## src/rtl/ata_tf_pkg.sv

```systemverilog
package ata_tf_pkg;
  localparam int REG_W  = 4;
  localparam int BYTE_W = 8;
  localparam int IDX_W  = 4;
  localparam int HOB_BIT = 7;
  localparam int LBA_MODE_BIT = 6;
  localparam int DRV_BIT = 4;
  localparam int WR48_LAST = 11;
  localparam int RB_LAST   = 6;
  localparam int RB_CTRL   = 3;

  typedef enum logic [REG_W-1:0] {
    RG_NONE = 4'd0,
    RG_FEAT = 4'd1,
    RG_CNT  = 4'd2,
    RG_LO   = 4'd3,
    RG_MID  = 4'd4,
    RG_HI   = 4'd5,
    RG_DEV  = 4'd6,
    RG_CMD  = 4'd7,
    RG_DCTL = 4'd8
  } reg_e;

  typedef struct packed {
    logic              we;
    reg_e              rsel;
    logic [BYTE_W-1:0] wdata;
    logic              last;
  } step_t;
endpackage

```

## src/rtl/ata_tf_stepgen.sv

```systemverilog
module ata_tf_stepgen
  import ata_tf_pkg::*;
#(
  parameter int LBA_W = 48,
  parameter int CNT_W = 16
) (
  input  logic             op_rd,
  input  logic             mode48,
  input  logic [LBA_W-1:0] lba,
  input  logic [CNT_W-1:0] cnt,
  input  logic [CNT_W-1:0] feat,
  input  logic             drv,
  input  logic [BYTE_W-1:0] cmd,
  input  logic [IDX_W-1:0] idx,
  output step_t            step
);
  logic [IDX_W-1:0]  widx;
  logic [BYTE_W-1:0] dev_b;

  always_comb begin
    widx = idx;
    if (!mode48) begin
      case (idx)
        4'd0:    widx = 4'd1;
        4'd1:    widx = 4'd3;
        4'd2:    widx = 4'd5;
        4'd3:    widx = 4'd7;
        4'd4:    widx = 4'd9;
        4'd5:    widx = 4'd10;
        default: widx = 4'd11;
      endcase
    end
  end

  always_comb begin
    dev_b = '0;
    dev_b[LBA_MODE_BIT] = 1'b1;
    dev_b[DRV_BIT]      = drv;
    if (!mode48) dev_b[3:0] = lba[27:24];
  end

  always_comb begin
    step = '0;
    if (op_rd) begin
      step.last = (idx == IDX_W'(RB_LAST));
      case (idx)
        4'd0, 4'd4: step.rsel = RG_LO;
        4'd1, 4'd5: step.rsel = RG_MID;
        4'd2, 4'd6: step.rsel = RG_HI;
        default: begin
          step.we   = 1'b1;
          step.rsel = RG_DCTL;
          step.wdata[HOB_BIT] = 1'b1;
        end
      endcase
    end else begin
      step.we   = 1'b1;
      step.last = (widx == IDX_W'(WR48_LAST));
      case (widx)
        4'd0:  begin step.rsel = RG_FEAT; step.wdata = feat[15:8]; end
        4'd1:  begin step.rsel = RG_FEAT; step.wdata = feat[7:0];  end
        4'd2:  begin step.rsel = RG_CNT;  step.wdata = cnt[15:8];  end
        4'd3:  begin step.rsel = RG_CNT;  step.wdata = cnt[7:0];   end
        4'd4:  begin step.rsel = RG_LO;   step.wdata = lba[31:24]; end
        4'd5:  begin step.rsel = RG_LO;   step.wdata = lba[7:0];   end
        4'd6:  begin step.rsel = RG_MID;  step.wdata = lba[39:32]; end
        4'd7:  begin step.rsel = RG_MID;  step.wdata = lba[15:8];  end
        4'd8:  begin step.rsel = RG_HI;   step.wdata = lba[47:40]; end
        4'd9:  begin step.rsel = RG_HI;   step.wdata = lba[23:16]; end
        4'd10: begin step.rsel = RG_DEV;  step.wdata = dev_b;      end
        default: begin step.rsel = RG_CMD; step.wdata = cmd;       end
      endcase
    end
  end
endmodule

```

## src/rtl/ata_tf_ctrl.sv

```systemverilog
module ata_tf_ctrl
  import ata_tf_pkg::*;
(
  input  logic             clk,
  input  logic             rst_n,
  input  logic             start_i,
  input  logic             ack_i,
  input  logic             last_i,
  output logic             busy_o,
  output logic             accept_o,
  output logic [IDX_W-1:0] idx_o,
  output logic             done_o
);
  typedef enum logic {ST_IDLE, ST_RUN} st_e;
  st_e              state_q, state_d;
  logic [IDX_W-1:0] idx_q, idx_d;
  logic             done_q, done_d;

  always_comb begin
    state_d  = state_q;
    idx_d    = idx_q;
    done_d   = 1'b0;
    accept_o = 1'b0;
    case (state_q)
      ST_IDLE: begin
        if (start_i) begin
          accept_o = 1'b1;
          state_d  = ST_RUN;
          idx_d    = '0;
        end
      end
      default: begin
        if (ack_i) begin
          if (last_i) begin
            state_d = ST_IDLE;
            done_d  = 1'b1;
          end else begin
            idx_d = idx_q + 1'b1;
          end
        end
      end
    endcase
  end

  always_ff @(posedge clk or negedge rst_n) begin
    if (!rst_n) begin
      state_q <= ST_IDLE;
      idx_q   <= '0;
      done_q  <= 1'b0;
    end else begin
      state_q <= state_d;
      idx_q   <= idx_d;
      done_q  <= done_d;
    end
  end

  assign busy_o = (state_q == ST_RUN);
  assign idx_o  = idx_q;
  assign done_o = done_q;

  // position in the sequence holds until acknowledged
  a_r7_idx_hold: assert property (@(posedge clk) disable iff (!rst_n)
    (busy_o && !ack_i) |=> (busy_o && $stable(idx_o)));
  // done is a single-cycle pulse while idle
  a_r10_done_pulse: assert property (@(posedge clk) disable iff (!rst_n)
    done_o |=> !done_o);
  a_r10_done_idle: assert property (@(posedge clk) disable iff (!rst_n)
    done_o |-> !busy_o);
  // a start while busy does not restart the sequence
  a_r11_busy_start: assert property (@(posedge clk) disable iff (!rst_n)
    (busy_o && start_i && !ack_i) |=> $stable(idx_o));
endmodule

```

## src/rtl/ata_tf_rdback.sv

```systemverilog
module ata_tf_rdback
  import ata_tf_pkg::*;
#(
  parameter int LBA_W = 48
) (
  input  logic              clk,
  input  logic              rst_n,
  input  logic              take_i,
  input  logic [IDX_W-1:0]  idx_i,
  input  logic [BYTE_W-1:0] rdata_i,
  output logic [LBA_W-1:0]  lba_o
);
  localparam int NBYTE = LBA_W / BYTE_W;
  localparam int HALF  = NBYTE / 2;

  for (genvar g = 0; g < NBYTE; g++) begin : g_slot
    localparam int SLOT = (g < HALF) ? g : g + 1;
    logic en;
    assign en = take_i && (idx_i == IDX_W'(SLOT));
    always_ff @(posedge clk or negedge rst_n) begin
      if (!rst_n) lba_o[g*BYTE_W +: BYTE_W] <= '0;
      else if (en) lba_o[g*BYTE_W +: BYTE_W] <= rdata_i;
    end
  end

  // the high-select control slot never captures read data
  a_r9_no_ctrl_take: assert property (@(posedge clk) disable iff (!rst_n)
    take_i |-> (idx_i != IDX_W'(RB_CTRL)));
endmodule

```

## src/rtl/ata_tf_sequencer.sv

```systemverilog
module ata_tf_sequencer
  import ata_tf_pkg::*;
#(
  parameter int LBA_W = 48,
  parameter int CNT_W = 16
) (
  input  logic              clk,
  input  logic              rst_n,
  input  logic              start_i,
  input  logic              rdback_i,
  input  logic              mode48_i,
  input  logic [LBA_W-1:0]  lba_i,
  input  logic [CNT_W-1:0]  count_i,
  input  logic [CNT_W-1:0]  feat_i,
  input  logic              drv_i,
  input  logic [BYTE_W-1:0] cmd_i,
  output logic              busy_o,
  output logic              done_o,
  output logic              req_o,
  output logic              req_we_o,
  output logic [REG_W-1:0]  req_reg_o,
  output logic [BYTE_W-1:0] req_wdata_o,
  input  logic              ack_i,
  input  logic [BYTE_W-1:0] rdata_i,
  output logic [LBA_W-1:0]  lba_rd_o
);
  logic [1:0] rst_sync_q;
  logic       rst_int_n;

  always_ff @(posedge clk or negedge rst_n) begin
    if (!rst_n) rst_sync_q <= '0;
    else        rst_sync_q <= {rst_sync_q[0], 1'b1};
  end
  assign rst_int_n = rst_sync_q[1];

  logic              accept, busy, take;
  logic [IDX_W-1:0]  idx;
  step_t             step;
  logic              cap_rd, cap_m48, cap_drv;
  logic [LBA_W-1:0]  cap_lba;
  logic [CNT_W-1:0]  cap_cnt, cap_feat;
  logic [BYTE_W-1:0] cap_cmd;

  always_ff @(posedge clk or negedge rst_int_n) begin
    if (!rst_int_n) begin
      cap_rd <= 1'b0; cap_m48 <= 1'b0; cap_drv <= 1'b0;
      cap_lba <= '0; cap_cnt <= '0; cap_feat <= '0; cap_cmd <= '0;
    end else if (accept) begin
      cap_rd <= rdback_i; cap_m48 <= mode48_i; cap_drv <= drv_i;
      cap_lba <= lba_i; cap_cnt <= count_i; cap_feat <= feat_i; cap_cmd <= cmd_i;
    end
  end

  ata_tf_ctrl u_ctrl (
    .clk(clk), .rst_n(rst_int_n), .start_i(start_i), .ack_i(ack_i),
    .last_i(step.last), .busy_o(busy), .accept_o(accept), .idx_o(idx),
    .done_o(done_o)
  );

  ata_tf_stepgen #(.LBA_W(LBA_W), .CNT_W(CNT_W)) u_gen (
    .op_rd(cap_rd), .mode48(cap_m48), .lba(cap_lba), .cnt(cap_cnt),
    .feat(cap_feat), .drv(cap_drv), .cmd(cap_cmd), .idx(idx), .step(step)
  );

  assign take = busy && ack_i && !step.we;

  ata_tf_rdback #(.LBA_W(LBA_W)) u_rb (
    .clk(clk), .rst_n(rst_int_n), .take_i(take), .idx_i(idx),
    .rdata_i(rdata_i), .lba_o(lba_rd_o)
  );

  assign busy_o      = busy;
  assign req_o       = busy;
  assign req_we_o    = busy & step.we;
  assign req_reg_o   = busy ? step.rsel : RG_NONE;
  assign req_wdata_o = busy ? step.wdata : '0;

  // a pending request stays unchanged until acknowledged
  a_r7_req_hold: assert property (@(posedge clk) disable iff (!rst_int_n)
    (req_o && !ack_i) |=> (req_o && $stable(req_we_o) && $stable(req_reg_o)
                           && $stable(req_wdata_o)));
  // device writes carry the addressing-mode bit and reserved bits clear
  a_r4_dev_byte: assert property (@(posedge clk) disable iff (!rst_int_n)
    (req_o && req_we_o && req_reg_o == RG_DEV) |->
      (req_wdata_o[LBA_MODE_BIT] && !req_wdata_o[7] && !req_wdata_o[5]));
  // a command finishes only with the command register write
  a_r5_cmd_last: assert property (@(posedge clk) disable iff (!rst_int_n)
    (done_o && !cap_rd) |-> $past(ack_i && req_reg_o == RG_CMD));
  // reads appear only during read-back
  a_r8_read_only_rb: assert property (@(posedge clk) disable iff (!rst_int_n)
    (req_o && !req_we_o) |-> cap_rd);
endmodule

```

## config.mk

```make
export PLATFORM = sky130hd
export DESIGN_NAME = ata_tf_sequencer
export DESIGN_NICKNAME = d
export VERILOG_FILES = /design/src/rtl/ata_tf_pkg.sv /design/src/rtl/ata_tf_stepgen.sv /design/src/rtl/ata_tf_ctrl.sv /design/src/rtl/ata_tf_rdback.sv /design/src/rtl/ata_tf_sequencer.sv
export SDC_FILE = /design/constraint.sdc
export NUM_CORES = 1
export LEC_CHECK = 0
export CORE_UTILIZATION = 45
export CTS_BUF_LIST = sky130_fd_sc_hd__clkbuf_4 sky130_fd_sc_hd__clkbuf_8 sky130_fd_sc_hd__clkbuf_16
export CTS_CLUSTER_SIZE = 10
export DETAILED_ROUTE_END_ITERATION = 8
export PLACE_DENSITY = 0.77
export SYNTH_ARGS = -nofsm -noshare
export SYNTH_HDL_FRONTEND = slang
export SYNTH_SLANG_ARGS = --single-unit
```

## constraint.sdc

```tcl
create_clock -name clk -period 4.5 [get_ports clk]
set_clock_uncertainty 0.1 [all_clocks]
set_input_delay 0.9 -clock clk [delete_from_list [all_inputs] [get_ports clk]]
set_output_delay 0.9 -clock clk [all_outputs]
set_load 0.05 [all_outputs]
```

==> results.yml, run 1 <==
run_status:
  status: "completed"
logic_synthesis:
  synth_most_common_cell: "nand2_1"
  ys.warnings.count: 0
  synth_fp_nets: 798
  synth_common_cells: "nand2_1, dfrtp_1, mux2_2, clkbuf_1"
  yosysSeqAreaShare: 0.548
  synth_cells: 691
  synth_edf_count: 0
  synth.avg_cell_area_um2: 9.72
  synth_cell_types: 59
  ys.flop_type: "dfrtp_1"
  syn_area_mm2: 0.00672
  netlist.area_leader.share: 0.548
  synth-seq-cells: 147
  synth_top_cell_by_area: "dfrtp_1"
  synthArstFlopShare: 1.00
  synth_area_leaders: "dfrtp_1, nand2_1, mux2_2, clkbuf_1, mux2i_1"
min_path:
  min-delay-start: "rst_sync_q[0]$_DFF_PN0_"
  hold_depth: 0
  min_to: "rst_sync_q[1]$_DFF_PN0_"
  hp-class: "reg -> reg"
detailed_routing:
  drt_iter0_markers: 490
  routed_via_density: 5.52
  totalWireLength_um: 19300
  num_vias: 5770
  first_pass_iters: 5
  detail-route-antenna-nets: 0
  drc: 0
  wl_per_cell_um: 18.4
critical_path:
  cp_cell_sequence: "inv_1 -> ha_1 -> o21ba_2 -> o221a_2 -> a21oi_2 -> buf_4 -> a21oi_1 -> a22o_1 -> a31oi_1 -> buf_12"
  cp.arrival_ns: 3.35
  max_stage_delay_ns: 0.54
  rr_endpoint: "u_ctrl.idx_o[1]$_DFFE_PN0P_"
  critPathLaunchType: "flop"
  required_ns: 3.50
  critPathCaptureType: "output port"
  cp_slowest_cell: "dfrtp_1"
  critical_path_class: "reg -> out"
  critical_path.max_fanout: 16
  r2r_start: "u_ctrl.idx_o[0]$_DFFE_PN0P_"
  worst-r2r-cell-count: 8
  rrSetupSlack_ns: 1.51
placed_design:
  numPortBuffers: 166
  dp.cells: 1013
  gp_congestion: 0.916
  dp_hpwl_um: 13500
sta:
  grt_setup_unrepaired: "no"
  post-route-min-period_ns: 4.35
  fin_crit_sh: 0.966
  tns_ns: 0
  drv_slew: 0
  timing.hold.ws_ns: 0.249
  maxSlewHeadroom: 0.361
  fmax_ghz: 0.230
  final_hold_viol_count: 0
  setup_violations: 0
  tightest_slew_ns: 0.959
run:
  maxCapViolCount: 0
floorplan:
  ios: 167
  die-area_mm2: 0.0154
  dieHeight_um: 124
  die_w_um: 124
  coreArea_mm2: 0.0145
  row_count: 44
  initial_core_util: 0.462
power:
  switching_share: 0.464
  p_per_area_mw_per_mm2: 919
  p_int_uw: 4540
  power_leakage_uw: 0.00442
  ir_drop_mv: 0.534
  seqPwrFrac: 0.284
  p_clk_frac: 0.168
  pwr-share-comb: 0.548
  switching_power_uw: 3940
final_layout:
  num-fill-cells: 1172
  layout.nets: 955
  diodes: 0
  area_delta_synth_final_pct: 37.3
  multi_input_area_mm2: 0.00286
  fin_cells: 1045
  seqCellArea_mm2: 0.00368
  drive_gt1_frac: 0.146
global_route:
  grt_usage: 0.263
  grt_pass1_wl_um: 30000
  gr-total-overflow: 0
  grt_pass1_vias: 5589
  grt_max_degree: 75
  grt_antenna_before_repair: 0
cts:
  clk_pin_slew_ns: 0.06
  clk_latency_ns: 0.41
  cts_hold_buf: 0
  cts_tree: "built"
  htreeDepth: 4
  clock_sinks: 147
  cts-root-buf: "clkbuf_16"
  cts_buffer_depth: 2
  cts_buffers: 17
## routing by layer
metal | routed length, µm | vias to the layer above | global-route usage
met3 | 1560 | 33 | 0.0646
met4 | 382 | 0 | 0.0848
met2 | 8790 | 265 | 0.395
met5 | 0 | - | 0
li1 | - | 2639 | -
met1 | 8530 | 2833 | 0.372
## registers in the layout, summed over array words and instances, names as in the netlist
name,flops
cap_cmd,8
cap_cnt,16
cap_drv,1
cap_feat,16
cap_lba,48
cap_m48,1
cap_rd,1
rst_sync_q,2
u_ctrl.busy_o,1
u_ctrl.done_o,1
u_ctrl.idx_o,4
u_rb.lba_o,48
## worst max-delay path by stage
stage | start | cells after the start | to
finish | u_ctrl.idx_o[0]$_DFFE_PN0P_ | 10 | req_wdata_o[2]
global route | u_ctrl.idx_o[0]$_DFFE_PN0P_ | 9 | req_wdata_o[3]
CTS | u_ctrl.idx_o[0]$_DFFE_PN0P_ | 8 | req_reg_o[0]
detailed placement | u_ctrl.idx_o[0]$_DFFE_PN0P_ | 9 | req_wdata_o[2]
global placement | u_ctrl.idx_o[0]$_DFFE_PN0P_ | 8 | req_reg_o[0]
floorplan | rst_sync_q[1]$_DFF_PN0_ | 0 | cap_cmd[0]$_DFFE_PN0P_
## power groups by stage
| stage | combinational, µW | sequential (µW) | clock, µW |
|---|---|---|---|
| 6_report | 4640 | 2410 | 1430 |
| 5_1_grt | 4930 | 2470 | 1510 |
| 4_1_cts | 4610 | 2390 | 1440 |
| 3_5_place_dp | 4580 | 2390 | 0 |
| 3_3_place_gp | 4500 | 2380 | 0 |
| 2_1_floorplan | 2420 | 2870 | 0 |
## cells by family after synthesis
logic type	Yosys count	synth area share
AO/OA/AOI/OAI	91	0.106
XOR/XNOR	1	0.00130
adder cells (fa/ha/maj)	4	0.00745
other	1	0.000558
flip-flops	147	0.548
multiplexers	64	0.108
AND/OR/NAND/NOR	338	0.200
buffers and inverters	45	0.0289
## cell type report
type / count / share of cell area
multi-input combinational: 499 / 0.310
sequential: 147 / 0.399
timing repair buffer: 177 / 0.199
clock inverter: 14 / 0.0179
inverter: 6 / 0.00244
tap: 184 / 0.0250
clock buffer: 18 / 0.0469
## worst max-delay path, delay by kind of cell, from the launching register on
family	cells	cell delay (ns)
fa+ha+maj	1	0.34
compound gates	6	1.41
buf+inv	3	0.63
flops	1	0.54
## per-stage QoR
step / cell area, µm² / util / power (µW) / setup WS, ns
detailed placement: 8620 / 0.593 / 6970 / 0.449
finish: 9220 / 0.635 / 8480 / 0.152
global route: 9220 / 0.635 / 8910 / 0.0374
floorplan: 6720 / - / 5290 / 0.000954
global placement: 8620 / 0.593 / 6880 / 0.556
CTS: 9220 / 0.634 / 8440 / 0.0343
## timing repair
action,CTS,global route
endpoints found under the setup margin,2,3
gates resized for setup,1,4
setup buffers,0,0
## layout by cell type, fill, tap and decap left out, types with 4 or more instances in the layout
cell type        netlist  layout
a222oi_1               5       5
clkdlybuf4s50_1        0     155
nor2b_1                5       4
inv_6                  0       4
inv_1                  6       6
clkinv_4               0       4
mux2_2                53      53
ha_1                   4       4
buf_12                 0       9
and2_1                 6       6
dfrtp_1              147     146
mux2i_1                7       7
nor2_1                14      14
o31ai_1                4       4
nand2_1              291     291
nand3_1                6       6
a22oi_1                4       4
a21oi_1               12      12
a221oi_1               5       5
o21ai_0               14      13
nor3_1                 5       5
buf_4                  1      12
clkbuf_16              0      17
a31oi_1                7       7
a22o_1                 6       6
(Power assumes the default switching activity.)
==> run 2: changes to the inputs <==
- SKIP_LAST_GASP: not set -> 1
==> run 2 against run 1 <==
Fmax fell by 3.2%. Critical path depth fell by 3. Final cell count did not move. Highest routed layer unchanged. Clock-buffer cell count did not move. Combinational power barely moved. Sequential power barely moved.
==> results.yml, run 2 (synthesis results as in run 1) <==
critical_path:
  critPathCaptureType: "output port"
  cp_cell_sequence: "inv_1 -> ha_1 -> o21ba_2 -> o221a_2 -> o41a_1 -> a21oi_1 -> clkdlybuf4s50_1"
  rrSetupSlack_ns: 1.51
  cp_slowest_cell: "clkdlybuf4s50_1"
  critical_path.max_fanout: 10
  critical_path_class: "reg -> out"
  max_stage_delay_ns: 0.85
  cp.arrival_ns: 3.49
  critPathLaunchType: "flop"
  required_ns: 3.50
final_layout:
  layout.nets: 955
  drive_gt1_frac: 0.146
  diodes: 0
  fin_cells: 1045
  num-fill-cells: 1172
  area_delta_synth_final_pct: 37.3
  final_common_cell: "nand2_1"
  layout_common_cells: "nand2_1, clkdlybuf4s50_1, dfrtp_1"
  stdcell_area_mm2: 0.00922
  largest_registers: "cap_lba: 48 flops, u_rb.lba_o: 48 flops"
detailed_routing:
  drc: 0
  drt_iter0_markers: 500
  totalWireLength_um: 19300
  num_vias: 5713
  detail-route-antenna-nets: 0
  first_pass_iters: 5
  wl_per_cell_um: 18.5
  routed_via_density: 5.47
min_path:
  hp-class: "reg -> reg"
run_status:
  status: "completed"
power:
  power_leakage_uw: 0.00441
  ir_drop_mv: 0.533
  p_per_area_mw_per_mm2: 918
floorplan:
  row_count: 44
  die_w_um: 124
  initial_core_util: 0.462
  dieHeight_um: 124
  coreArea_mm2: 0.0145
  die-area_mm2: 0.0154
  ios: 167
placed_design:
  dp_hpwl_um: 13500
  dpl_cell_area_mm2: 0.00862
  numPortBuffers: 166
  gp_congestion: 0.916
  dp.cells: 1013
global_route:
  grt_usage: 0.263
  gr-total-overflow: 0
  grtUsageMet1: 0.372
  grt_max_degree: 75
  use_met2: 0.395
  top_usage_layer: "met2"
  grt_antenna_before_repair: 0
  grt_pass1_vias: 5589
  use_met3: 0.0646
  grt_pass1_wl_um: 30000
cts:
  cts-root-buf: "clkbuf_16"
  clock_sinks: 147
  clk_pin_slew_ns: 0.06
  cts_tree: "built"
  cts_buffers: 17
  clk_latency_ns: 0.41
  cts_hold_buf: 0
  cts_buffer_depth: 2
  htreeDepth: 4
sta:
  fmax_ghz: 0.223
  maxSlewHeadroom: 0.360
  final_hold_viol_count: 0
  tns_ns: 0
  post-route-min-period_ns: 4.49
  drv_slew: 0
  setup_violations: 0
  grt_setup_unrepaired: "yes"
  tightest_slew_ns: 0.961
  timing.hold.ws_ns: 0.249
  fin_crit_sh: 0.998
run:
  maxCapViolCount: 0
## run 2: cell types whose count changed in the layout (fill, tap and decap cells not counted), sizes merged
cell	before	now
clkdlybuf4s50	155	156
dlymetal6s2s	1	0
## run 2: timing repair
action / in CTS / in global routing
resized for setup: 1 / 3
buffers inserted: 0 / 0
pin swaps: 0 / 0
endpoints found under the setup margin: 2 / 3
## run 2: area by class of cell
type / count / area, µm² / share of cell area
inverters: 6 / 22.5 / 0.00244
multi-input cells: 499 / 2860 / 0.310
clock inverters: 14 / 165 / 0.0179
flip-flops and latches: 147 / 3680 / 0.399
repair buffers: 177 / 1830 / 0.199
well taps: 184 / 230 / 0.0250
clock buffers: 18 / 433 / 0.0469
## run 2: final timing paths
check,startpoint,cells past startpoint,endpoint
setup reg to reg,u_ctrl.idx_o[0]$_DFFE_PN0P_,8,u_ctrl.idx_o[1]$_DFFE_PN0P_
min in group asynchronous,rst_sync_q[1]$_DFF_PN0_,0,u_rb.lba_o[6]$_DFFE_PN0P_
setup / recovery,u_ctrl.idx_o[0]$_DFFE_PN0P_,7,req_reg_o[0]
hold reg to reg,rst_sync_q[0]$_DFF_PN0_,0,rst_sync_q[1]$_DFF_PN0_
hold / removal,rst_sync_q[0]$_DFF_PN0_,0,rst_sync_q[1]$_DFF_PN0_
max in group asynchronous,rst_sync_q[1]$_DFF_PN0_,1,u_rb.lba_o[2]$_DFFE_PN0P_
## run 2: power by group
group / internal [µW] / total (µW) / switching, µW
clock: 839 / 1430 / 587
combinational: 1790 / 4640 / 2850
sequential: 1920 / 2400 / 488
total: 4540 / 8470 / 3930
## run 2: per-layer routing
layer	up-vias	wire length [µm]	part of all wire
li1	2634	-	-
met4	0	381	0.020
met2	270	8750	0.45
met5	-	0	0
met1	2776	8560	0.44
met3	33	1600	0.083
## run 2: per-stage QoR
step / utilization / total power [µW] / setup slack (ns)
floorplan: - / 5290 / 0.000954
global placement: 0.593 / 6880 / 0.556
detailed placement: 0.593 / 6970 / 0.449
CTS: 0.634 / 8440 / 0.0343
global route: 0.634 / 8910 / -0.125
finish: 0.634 / 8470 / 0.00847
## run 2: worst max-delay path: cells and delay by family, from the launching register on
family	cells	cell delay, ns
AO/OA/AOI/OAI	4	1.19
buffers and inverters	2	1.01
flip-flops	1	0.54
adder cells (fa/ha/maj)	1	0.33
